===== src/rtl/pwr_pkg.sv =====
package pwr_pkg;
    typedef enum logic [1:0] {
        ST_RESET  = 2'd0,
        ST_LOWPWR = 2'd1,
        ST_RUN    = 2'd2
    } pwr_state_t;
endpackage


===== src/rtl/rst_retime.sv =====
module rst_retime #(
    parameter int STAGES = 2
) (
    input  logic clk,
    input  logic arst_n,
    output logic rst_n_sync
);
    logic [STAGES-1:0] chain_q;

    always_ff @(posedge clk or negedge arst_n) begin
        if (!arst_n) chain_q <= '0;
        else         chain_q <= {chain_q[STAGES-2:0], 1'b1};
    end

    assign rst_n_sync = chain_q[STAGES-1];
endmodule


===== src/rtl/strap_capture.sv =====
module strap_capture (
    input  logic clk,
    input  logic rst_n,
    input  logic cap_stb,
    input  logic strap_in,
    output logic cap_valid,
    output logic sel_q
);
    always_ff @(posedge clk or negedge rst_n) begin
        if (!rst_n) begin
            cap_valid <= 1'b0;
            sel_q     <= 1'b0;
        end else if (cap_stb && !cap_valid) begin
            cap_valid <= 1'b1;
            sel_q     <= strap_in;
        end
    end
endmodule


===== src/rtl/clk_out_sel.sv =====
module clk_out_sel (
    input  logic clk,
    input  logic rst_n,
    input  logic en,
    input  logic div2,
    output logic clk_out,
    output logic half_q
);
    always_ff @(posedge clk or negedge rst_n) begin
        if (!rst_n)          half_q <= 1'b0;
        else if (en && div2) half_q <= ~half_q;
    end

    assign clk_out = en ? (div2 ? half_q : clk) : 1'b0;
endmodule


===== src/rtl/pwr_strap_ctrl.sv =====
module pwr_strap_ctrl
    import pwr_pkg::*;
#(
    parameter int SYNC_STAGES = 2
) (
    input  logic mclk,
    input  logic rst_n_async,
    input  logic mute_strap,
    input  logic pdn_wr_en,
    input  logic pdn_wr_data,
    output logic sys_clk,
    output logic ctl_rst_n,
    output logic pwm_clamp,
    output logic pwm_en,
    output logic pdn,
    output logic running
);
    pwr_state_t state_q, state_d;
    logic       rst_n_sync;
    logic       cap_valid;
    logic       div_sel;
    logic       half_q;
    logic       cap_stb;
    logic       pdn_q;

    rst_retime #(.STAGES(SYNC_STAGES)) u_sync (
        .clk        (mclk),
        .arst_n     (rst_n_async),
        .rst_n_sync (rst_n_sync)
    );

    strap_capture u_strap (
        .clk       (mclk),
        .rst_n     (rst_n_sync),
        .cap_stb   (cap_stb),
        .strap_in  (mute_strap),
        .cap_valid (cap_valid),
        .sel_q     (div_sel)
    );

    clk_out_sel u_clk (
        .clk     (mclk),
        .rst_n   (rst_n_sync),
        .en      (cap_valid),
        .div2    (div_sel),
        .clk_out (sys_clk),
        .half_q  (half_q)
    );

    // Power-down bit: writable only once out of ST_RESET
    always_ff @(posedge mclk or negedge rst_n_sync) begin
        if (!rst_n_sync)                         pdn_q <= 1'b1;
        else if (pdn_wr_en && state_q != ST_RESET) pdn_q <= pdn_wr_data;
    end

    // State register
    always_ff @(posedge mclk or negedge rst_n_sync) begin
        if (!rst_n_sync) state_q <= ST_RESET;
        else             state_q <= state_d;
    end

    // Next state
    always_comb begin
        state_d = state_q;
        unique case (state_q)
            ST_RESET:  state_d = ST_LOWPWR;
            ST_LOWPWR: if (!pdn_q) state_d = ST_RUN;
            ST_RUN:    if (pdn_q)  state_d = ST_LOWPWR;
            default:   state_d = ST_RESET;
        endcase
    end

    // Outputs
    always_comb begin
        ctl_rst_n = 1'b0;
        pwm_clamp = 1'b1;
        pwm_en    = 1'b0;
        cap_stb   = 1'b0;
        unique case (state_q)
            ST_RESET: begin
                cap_stb = 1'b1;
            end
            ST_LOWPWR: begin
                ctl_rst_n = 1'b1;
                pwm_clamp = 1'b0;
            end
            ST_RUN: begin
                ctl_rst_n = 1'b1;
                pwm_clamp = 1'b0;
                pwm_en    = 1'b1;
            end
            default: begin
                ctl_rst_n = 1'b0;
            end
        endcase
    end

    assign running = pwm_en;
    assign pdn     = pdn_q;
endmodule


===== config.mk =====
export PLATFORM = sky130hd
export DESIGN_NAME = pwr_strap_ctrl
export DESIGN_NICKNAME = d
export VERILOG_FILES = /design/src/rtl/pwr_pkg.sv /design/src/rtl/rst_retime.sv /design/src/rtl/strap_capture.sv /design/src/rtl/clk_out_sel.sv /design/src/rtl/pwr_strap_ctrl.sv
export SDC_FILE = /design/constraint.sdc
export NUM_CORES = 1
export LEC_CHECK = 0
export ABC_AREA = 0
export CAP_MARGIN = 20
export CORE_AREA = 2 2 39 41
export CTS_CLUSTER_DIAMETER = 150
export DETAILED_ROUTE_END_ITERATION = 6
export DIE_AREA = 0 0 41 43
export DONT_BUFFER_PORTS = 1
export GPL_ROUTABILITY_DRIVEN = 1
export SYNTH_ARGS = -nofsm -noshare
export SYNTH_HDL_FRONTEND = slang
export SYNTH_HIERARCHICAL = 1
export SYNTH_SLANG_ARGS = --single-unit

===== constraint.sdc =====
create_clock -name mclk -period 1 [get_ports mclk]
set_input_delay 0.05 -clock mclk [delete_from_list [all_inputs] [get_ports mclk]]
set_output_delay 0.05 -clock mclk [all_outputs]
set_load 0.01 [all_outputs]

==> results of run 1 <==
==> worst min-delay path by stage <==
stage,endpoint,cells past startpoint
floorplan,u_sync/chain_q[0],0
global placement,u_sync/chain_q[1],0
detailed placement,u_sync/chain_q[0],0
CTS,pdn,2
global route,u_strap/sel_q,0
finish,u_strap/sel_q,0
==> worst max-delay path, stage by stage, from the launching register on <==
cell and delay, ps:
dfrtp_1 390, inv_2 90, ha_2 190, mux2i_2 190
mux2_4 320
==> repair_timing <==
| item | in CTS | in global routing |
|---|---|---|
| setup buffers | 7 | 1 |
| endpoints found under the hold margin | 4 | 1 |
| resized for setup | 15 | 5 |
| pin swaps | 2 | 1 |
| hold buffers | 4 | 1 |
| endpoints found under the setup margin | 12 | 12 |
==> sequential cells by signal (all words and copies together) (netlist names) <==
| register | count |
|---|---|
| u_strap/sel_q | 1 |
| u_strap/cap_valid | 1 |
| state_q | 2 |
| u_sync/chain_q | 2 |
| u_clk/half_q | 1 |
| pdn | 1 |
==> stage by stage <==
stage          hold WS (ps)  instances  utilization, %  setup TNS, ps
3_3_place_gp           -246         54            35.6           -957
2_1_floorplan          -246         32               -           -834
4_1_cts                6.59         72            50.3          -2600
3_5_place_dp           -246         54            35.6          -1240
6_report               74.5         74            52.5          -2500
5_1_grt                 107         74            52.5          -3000
==> layer usage <==
metal / vias up / track usage, %
li1: 152 / -
met2: 8 / 22.2
met3: 0 / 5.76
met5: - / 0
met1: 155 / 13.5
met4: 0 / 14.7
==> cell usage after synthesis <==
cell	n	share of area, %
ha_1	6	18
xnor2_1	1	2.1
nand2_1	1	0.89
dfrtp_1	7	42
dfstp_2	1	6.3
mux2i_1	3	7.2
nor2b_1	2	3.0
inv_1	3	2.7
conb_1	1	0.89
nor2b_4	1	3.3
buf_4	1	1.8
mux2_2	1	2.7
mux2_1	1	2.7
or2_2	1	1.5
o21bai_1	1	1.8
mux2_4	1	3.6
==> kinds of logic after synthesis <==
logic type	count (synthesis)
AOI/OAI and AO/OA	1
muxes	6
adders and majority gates	6
other	1
buffers and inverters	4
DFF	8
and+or+nand+nor	5
xor gates and xnor gates	1
==> area by class of cell <==
type / count / area, um2 / share of cell area [%]
multi-input cells: 20 / 253 / 34.8
flip-flops and latches: 8 / 204 / 28.1
repair buffers: 20 / 185 / 25.5
clock buffers: 7 / 48.8 / 6.71
well taps: 16 / 20.0 / 2.75
inverters: 3 / 16.3 / 2.24
==> power breakdown <==
group	internal (mW)	switching [mW]	total [mW]
clock	0.327	0.201	0.528
sequential	0.453	0.111	0.564
combinational	0.861	0.531	1.39
total	1.64	0.842	2.48
==> results.json, run 1 <==
{
  "leakage_nw": 0.343,
  "reg2reg_depth": 4,
  "die_h_um": 43,
  "antenna_found_initial": 0,
  "endpoint": "state_q[1]",
  "worstSetupStartpoint": "state_q[0]",
  "start_util_pct": 30.3,
  "netlist_instances": 32,
  "fp.dieW_um": 41,
  "final_cell_mix": "buf_4, clkbuf_4, buf_6",
  "synth_mux_area_share_pct": 16.1,
  "dr.pass1.iters": 3,
  "ir_worst_vdd_mv": 1.37,
  "ys_ff_latch": 8,
  "coreArea_um2": 1380,
  "wl_met2_um": 530,
  "post-route-cell-area_um2": 727,
  "synth-xor-area-share_pct": 2.09,
  "vias_per_cell": 4.26,
  "finalWorstSetupSlack_ps": -320,
  "drt_iter0_markers": 1,
  "route.detailed.drc": 0,
  "die-area_um2": 1760,
  "yosys_warnings": 6,
  "dp_hpwl_um": 530,
  "grt_pass1_vias": 354,
  "setup_violations": 12,
  "fill_cells": 118,
  "grt_overflow": 0,
  "finalHoldViolations": 0,
  "yosys.area_share.simple_pct": 8.66,
  "gp_congestion": 0.629,
  "grt_use_total_pct": 14.7,
  "place_ws_ps": -333,
  "grt_pass1_wl_mm": 1.56,
  "placed_area_um2": 493,
  "syn_area_um2": 419,
  "hold_path_class": "reg -> async",
  "synth_nets": 43,
  "synth.distinct_cells": 16,
  "port_buffers": 0,
  "r2r-end": "state_q[1]",
  "drtAntennaViolNets": 0,
  "cap_violations": 0,
  "outcome": "finished, violations left",
  "rsz0062_at_grt": "yes",
  "clkLatencyLatePin_ps": 360,
  "maxUsedRoutingLayer": "met3",
  "ios": 11,
  "timing.rr.start": "state_q[0]",
  "power_per_cell_area_nw_per_um2": 3420,
  "start_kind": "register",
  "syn2layout_area_growth_pct": 73.4,
  "wl_per_cell_um": 12.0,
  "fmax_mhz": 758,
  "violations": "negative setup slack",
  "synth_top_family_by_area": "adder cells",
  "grt_start_max_net_pins": 7,
  "layout.cells.most_common": "buf_4",
  "timing.final.crit_share_pct": 132,
  "crit_required_ps": 1230,
  "clkTransAtPathRegs_ps": 60,
  "slew_violations": 0,
  "synth_compound_area_share_pct": 1.79,
  "nets": 70,
  "worstPathMaxFanout": 4,
  "seq_area_frac_synth_pct": 48.1,
  "rows": 14,
  "wl_met3_um": 33,
  "finClkSkew_ps": 11.4,
  "drt-met1-wl_um": 325,
  "synth.avg_cell_area_um2": 13.1,
  "path_class": "reg -> reg",
  "fin_crit_ps": 1320,
  "tritoncts": "yes",
  "routed_wl_um": 888,
  "drive_above_1_share_pct": 67.2,
  "worstPathArrival_ps": 1550,
  "vias": 315,
  "endpoint_kind": "register",
  "regToRegSetupSlack_ps": -320,
  "finalPower_mw": 2.48,
  "synth_adder_area_share_pct": 17.9,
  "diodes": 0
}
(Power assumes the default switching activity.)
==> run 2, diff against run 1 <==
--- a/config.mk
+++ b/config.mk
@@ -13,6 +13,7 @@
 export DIE_AREA = 0 0 41 43
 export DONT_BUFFER_PORTS = 1
 export GPL_ROUTABILITY_DRIVEN = 1
+export PLACE_DENSITY = 0.42
 export SYNTH_ARGS = -nofsm -noshare
 export SYNTH_HDL_FRONTEND = slang
 export SYNTH_HIERARCHICAL = 1
==> results.json, run 2 (synthesized netlist as in run 1, its figures left out) <==
{
  "post-route-cell-area_um2": 679,
  "slew_violations": 0,
  "grt_overflow": 0,
  "fmax_mhz": 785,
  "fin_crit_ps": 1270,
  "finalPower_mw": 2.24,
  "cap_violations": 0,
  "route.detailed.drc": 0,
  "fin_cells": 69,
  "clkPwrFrac_pct": 24.1,
  "utilization_pct": 49.1,
  "setup_violations": 11,
  "diodes": 0,
  "start_kind": "register",
  "grt_use_total_pct": 15.0,
  "gp_congestion": 0.574,
  "nets": 65,
  "ir_worst_vdd_mv": 1.25,
  "max_stage_delay_ps": 390,
  "die_h_um": 43,
  "place_inst": 53,
  "vias_per_cell": 4.36,
  "drt_iter0_markers": 0,
  "largestRegisters": "state_q: 2 flops, u_sync/chain_q: 2 flops",
  "finalHoldViolations": 0,
  "path_buf_inv": 3,
  "endpoint_kind": "output port",
  "drive_above_1_share_pct": 60.4,
  "outcome": "finished, violations left",
  "whs_ps": 92.0,
  "tritoncts": "yes",
  "dr.pass1.iters": 1,
  "worstPathMaxFanout": 3,
  "place_ws_ps": -326,
  "path_delay_family": "flip-flops",
  "finClkSkew_ps": 0.283,
  "fp.dieW_um": 41,
  "violations": "negative setup slack",
  "crit_path_cell_trace": "inv_2, buf_6, ha_4, buf_6",
  "pwr-share-seq_pct": 24.9,
  "grt_start_max_net_pins": 7,
  "power_per_cell_area_nw_per_um2": 3300,
  "syn2layout_area_growth_pct": 62.1,
  "netSwitchingFraction_pct": 34.6,
  "die-area_um2": 1760,
  "ios": 11,
  "tns_ps": -2000,
  "worstPathArrival_ps": 1220,
  "port_buffers": 0,
  "rows": 14,
  "hold_path_class": "reg -> async",
  "antenna_found_initial": 0,
  "routed_wl_um": 803,
  "path_class": "reg -> out",
  "crit_required_ps": 950,
  "combPwrFrac_pct": 51.0,
  "finalWorstSetupSlack_ps": -274,
  "final_cell_mix": "buf_4, dfrtp_1, clkbuf_4",
  "start_util_pct": 30.3,
  "clkLatencyLatePin_ps": 360,
  "grt_pass1_vias": 384,
  "rsz0062_at_grt": "yes",
  "drtAntennaViolNets": 0,
  "clkTransAtPathRegs_ps": 60,
  "timing.final.crit_share_pct": 127,
  "placed_area_um2": 485,
  "cpMostUsedCell": "buf_6",
  "dp_hpwl_um": 557,
  "regToRegSetupSlack_ps": -270,
  "leakage_nw": 0.318,
  "vias": 301,
  "power.internal_mw": 1.46,
  "netSwitchingPower_mw": 0.776,
  "grt_pass1_wl_mm": 1.52,
  "coreArea_um2": 1380,
  "critical-path-slowest-cell": "dfrtp_1",
  "wl_per_cell_um": 11.6
}
==> run 2: final cells by class <==
cell class / instances / area [um2]
inverters: 3 / 11.3
well taps: 16 / 20.0
fillers: 128 / 704
multi-input cells: 20 / 262
repair buffers: 15 / 136
clock buffers: 7 / 48.8
flip-flops and latches: 8 / 201
==> run 2: final timing paths <==
kind | startpoint | end | cells past startpoint
max in group asynchronous | rst_n_async | u_sync/chain_q[0] | 2
worst min-delay path | u_sync/chain_q[1] | state_q[0] | 0
worst min register to register | u_sync/chain_q[1] | state_q[0] | 0
worst max register to register | state_q[0] | state_q[1] | 4
min in group mclk | u_sync/chain_q[0] | u_sync/chain_q[1] | 0
worst max-delay path | state_q[0] | running | 4
==> run 2: timing repair <==
action / CTS / global route
setup endpoints to repair: 12 / 12
pin swaps: 3 / 0
buffers inserted: 3 / 1
resized for setup: 13 / 1
hold buffers: 5 / 0
endpoints found under the hold margin: 4 / 0
==> run 2: metal layers <==
layer  global-route usage, %  part of all wire, %
met2                    19.4                   52
met1                    13.8                   38
met3                    8.90                  6.7
met4                    18.0                  2.9
met5                       0                    0
==> run 2: power by group through the flow <==
stage	registers (mW)	clock network [mW]	logic, mW
final	0.557	0.540	1.14
after global routing	0.580	0.617	1.26
after CTS	0.558	0.564	1.12
after detailed placement	0.553	0.0774	0.764
after global placement	0.551	0.0774	0.733
after floorplan	0.559	0.0774	0.502
==> run 3, diff against run 2 <==
==> constraint.sdc (replaced) <==
create_clock -name mclk -period 1 [get_ports mclk]
set_input_delay 0.15 -clock mclk [delete_from_list [all_inputs] [get_ports mclk]]
set_output_delay 0.15 -clock mclk [all_outputs]
set_load 0.01 [all_outputs]
==> results.json, run 3 (synthesized netlist as in run 1, its figures left out) <==
{
  "outcome": "finished, violations left",
  "violations": "negative setup slack",
  "critical-path-slowest-cell": "dfrtp_1",
  "reg2reg_depth": 4,
  "finalWorstSetupSlack_ps": -361,
  "crit_required_ps": 850,
  "ios": 11,
  "vias_per_cell": 4.35,
  "netSwitchingFraction_pct": 34.3,
  "netSwitchingPower_mw": 0.856,
  "min_to": "pdn",
  "dr.pass1.iters": 4,
  "rows": 14,
  "placed_area_um2": 493,
  "tritoncts": "yes",
  "hold_path_class": "in -> reg",
  "finalHoldViolations": 0,
  "port_buffers": 0,
  "power_per_cell_area_nw_per_um2": 3470,
  "syn2layout_area_growth_pct": 71.3,
  "post-route-cell-area_um2": 718,
  "combPwrFrac_pct": 56.4,
  "regToRegSetupSlack_ps": -320,
  "grt_use_total_pct": 13.8,
  "ir_worst_vdd_mv": 1.32,
  "dp_hpwl_um": 567,
  "drive_above_1_share_pct": 65.5,
  "path_buf_inv": 3,
  "endpoint_kind": "output port",
  "cpMostUsedCell": "buf_6",
  "rsz0062_at_grt": "yes",
  "drtAntennaViolNets": 0,
  "r2r-end": "state_q[1]",
  "grt_pass1_wl_mm": 1.46,
  "route.detailed.drc": 0,
  "setup_violations": 11,
  "largestRegisters": "state_q: 2 flops, u_sync/chain_q: 2 flops",
  "power.internal_mw": 1.64,
  "nets": 70,
  "grt_pass1_vias": 369,
  "wl_per_cell_um": 12.2,
  "whs_path_depth": 2,
  "max_stage_delay_ps": 390,
  "timing.rr.start": "state_q[1]",
  "fin_crit_ps": 1360,
  "worstSetupStartpoint": "state_q[0]",
  "fp.dieW_um": 41,
  "clkTransAtPathRegs_ps": 60,
  "slew_violations": 0,
  "routed_wl_um": 900,
  "finClkSkew_ps": 6.93,
  "worstPathMaxFanout": 3,
  "grt_overflow": 0,
  "crit_path_cell_trace": "inv_2, buf_6, ha_4, buf_6",
  "path_delay_family": "flip-flops",
  "start_kind": "register",
  "diodes": 0,
  "clkPwrFrac_pct": 21.5,
  "leakage_nw": 0.343,
  "vias": 322,
  "final_cell_mix": "buf_4, dfrtp_1, clkbuf_4",
  "coreArea_um2": 1380,
  "cap_violations": 0,
  "worstPathArrival_ps": 1210,
  "die_h_um": 43,
  "utilization_pct": 51.9,
  "fmax_mhz": 735,
  "layout.cells.most_common": "buf_4",
  "pwr-share-seq_pct": 22.1,
  "tns_ps": -2770,
  "gp_congestion": 0.562,
  "start_util_pct": 30.3,
  "drt_iter0_markers": 4,
  "clkLatencyLatePin_ps": 360,
  "path_class": "reg -> out",
  "die-area_um2": 1760,
  "grt_start_max_net_pins": 7,
  "timing.final.crit_share_pct": 136,
  "hp-start": "pdn_wr_en",
  "antenna_found_initial": 0
}
-- run 3: worst max-delay path by stage --
| stage | end | slack (ps) | depth (start not counted) |
|---|---|---|---|
| global route | pwm_en | -420 | 4 |
| floorplan | state_q[1] | -260 | 2 |
| global placement | u_strap/sel_q | -280 | 4 |
| detailed placement | u_strap/sel_q | -320 | 4 |
| CTS | running | -360 | 3 |
| finish | running | -360 | 4 |
-- run 3: repair_timing --
| action | in CTS | in global routing |
|---|---|---|
| pin swaps | 0 | 1 |
| gates resized for setup | 13 | 2 |
| hold endpoints to repair | 4 | 2 |
| endpoints found under the setup margin | 12 | 12 |
| hold buffers | 3 | 1 |
| setup buffers | 6 | 3 |
-- run 3: layer usage --
metal  track usage [%]  vias to the layer above  routed length, um
met5                 0                        -                  0
met4              12.0                        0                 24
met3              7.33                        5                 52
met2              21.6                       12                484
met1              11.6                      154                338
li1                  -                      151                  -
-- run 3: layout make-up --
cell class | instances | area (um2)
tap | 16 | 20.0
clock buffer | 7 | 48.8
sequential | 8 | 201
inverter | 3 | 11.3
timing repair buffer | 20 | 175
multi-input combinational | 20 | 262
fill | 128 | 666
-- run 3: through the flow --
| stage | std cells | worst slack, ps | hold WS [ps] | power (mW) |
|---|---|---|---|---|
| 3_5_place_dp | 54 | -316 | -146 | 1.45 |
| 6_report | 74 | -361 | 93.5 | 2.49 |
| 2_1_floorplan | 32 | -262 | -146 | 1.14 |
| 5_1_grt | 74 | -418 | 91.1 | 2.70 |
| 4_1_cts | 70 | -357 | 10.8 | 2.33 |
| 3_3_place_gp | 54 | -280 | -146 | 1.41 |
-- run 3: power groups by stage --
stage | logic [mW] | clock network, mW | registers [mW]
after floorplan | 0.502 | 0.0774 | 0.559
after global placement | 0.779 | 0.0774 | 0.549
after detailed placement | 0.813 | 0.0774 | 0.561
after CTS | 1.24 | 0.551 | 0.539
after global routing | 1.53 | 0.608 | 0.561
final | 1.41 | 0.536 | 0.552
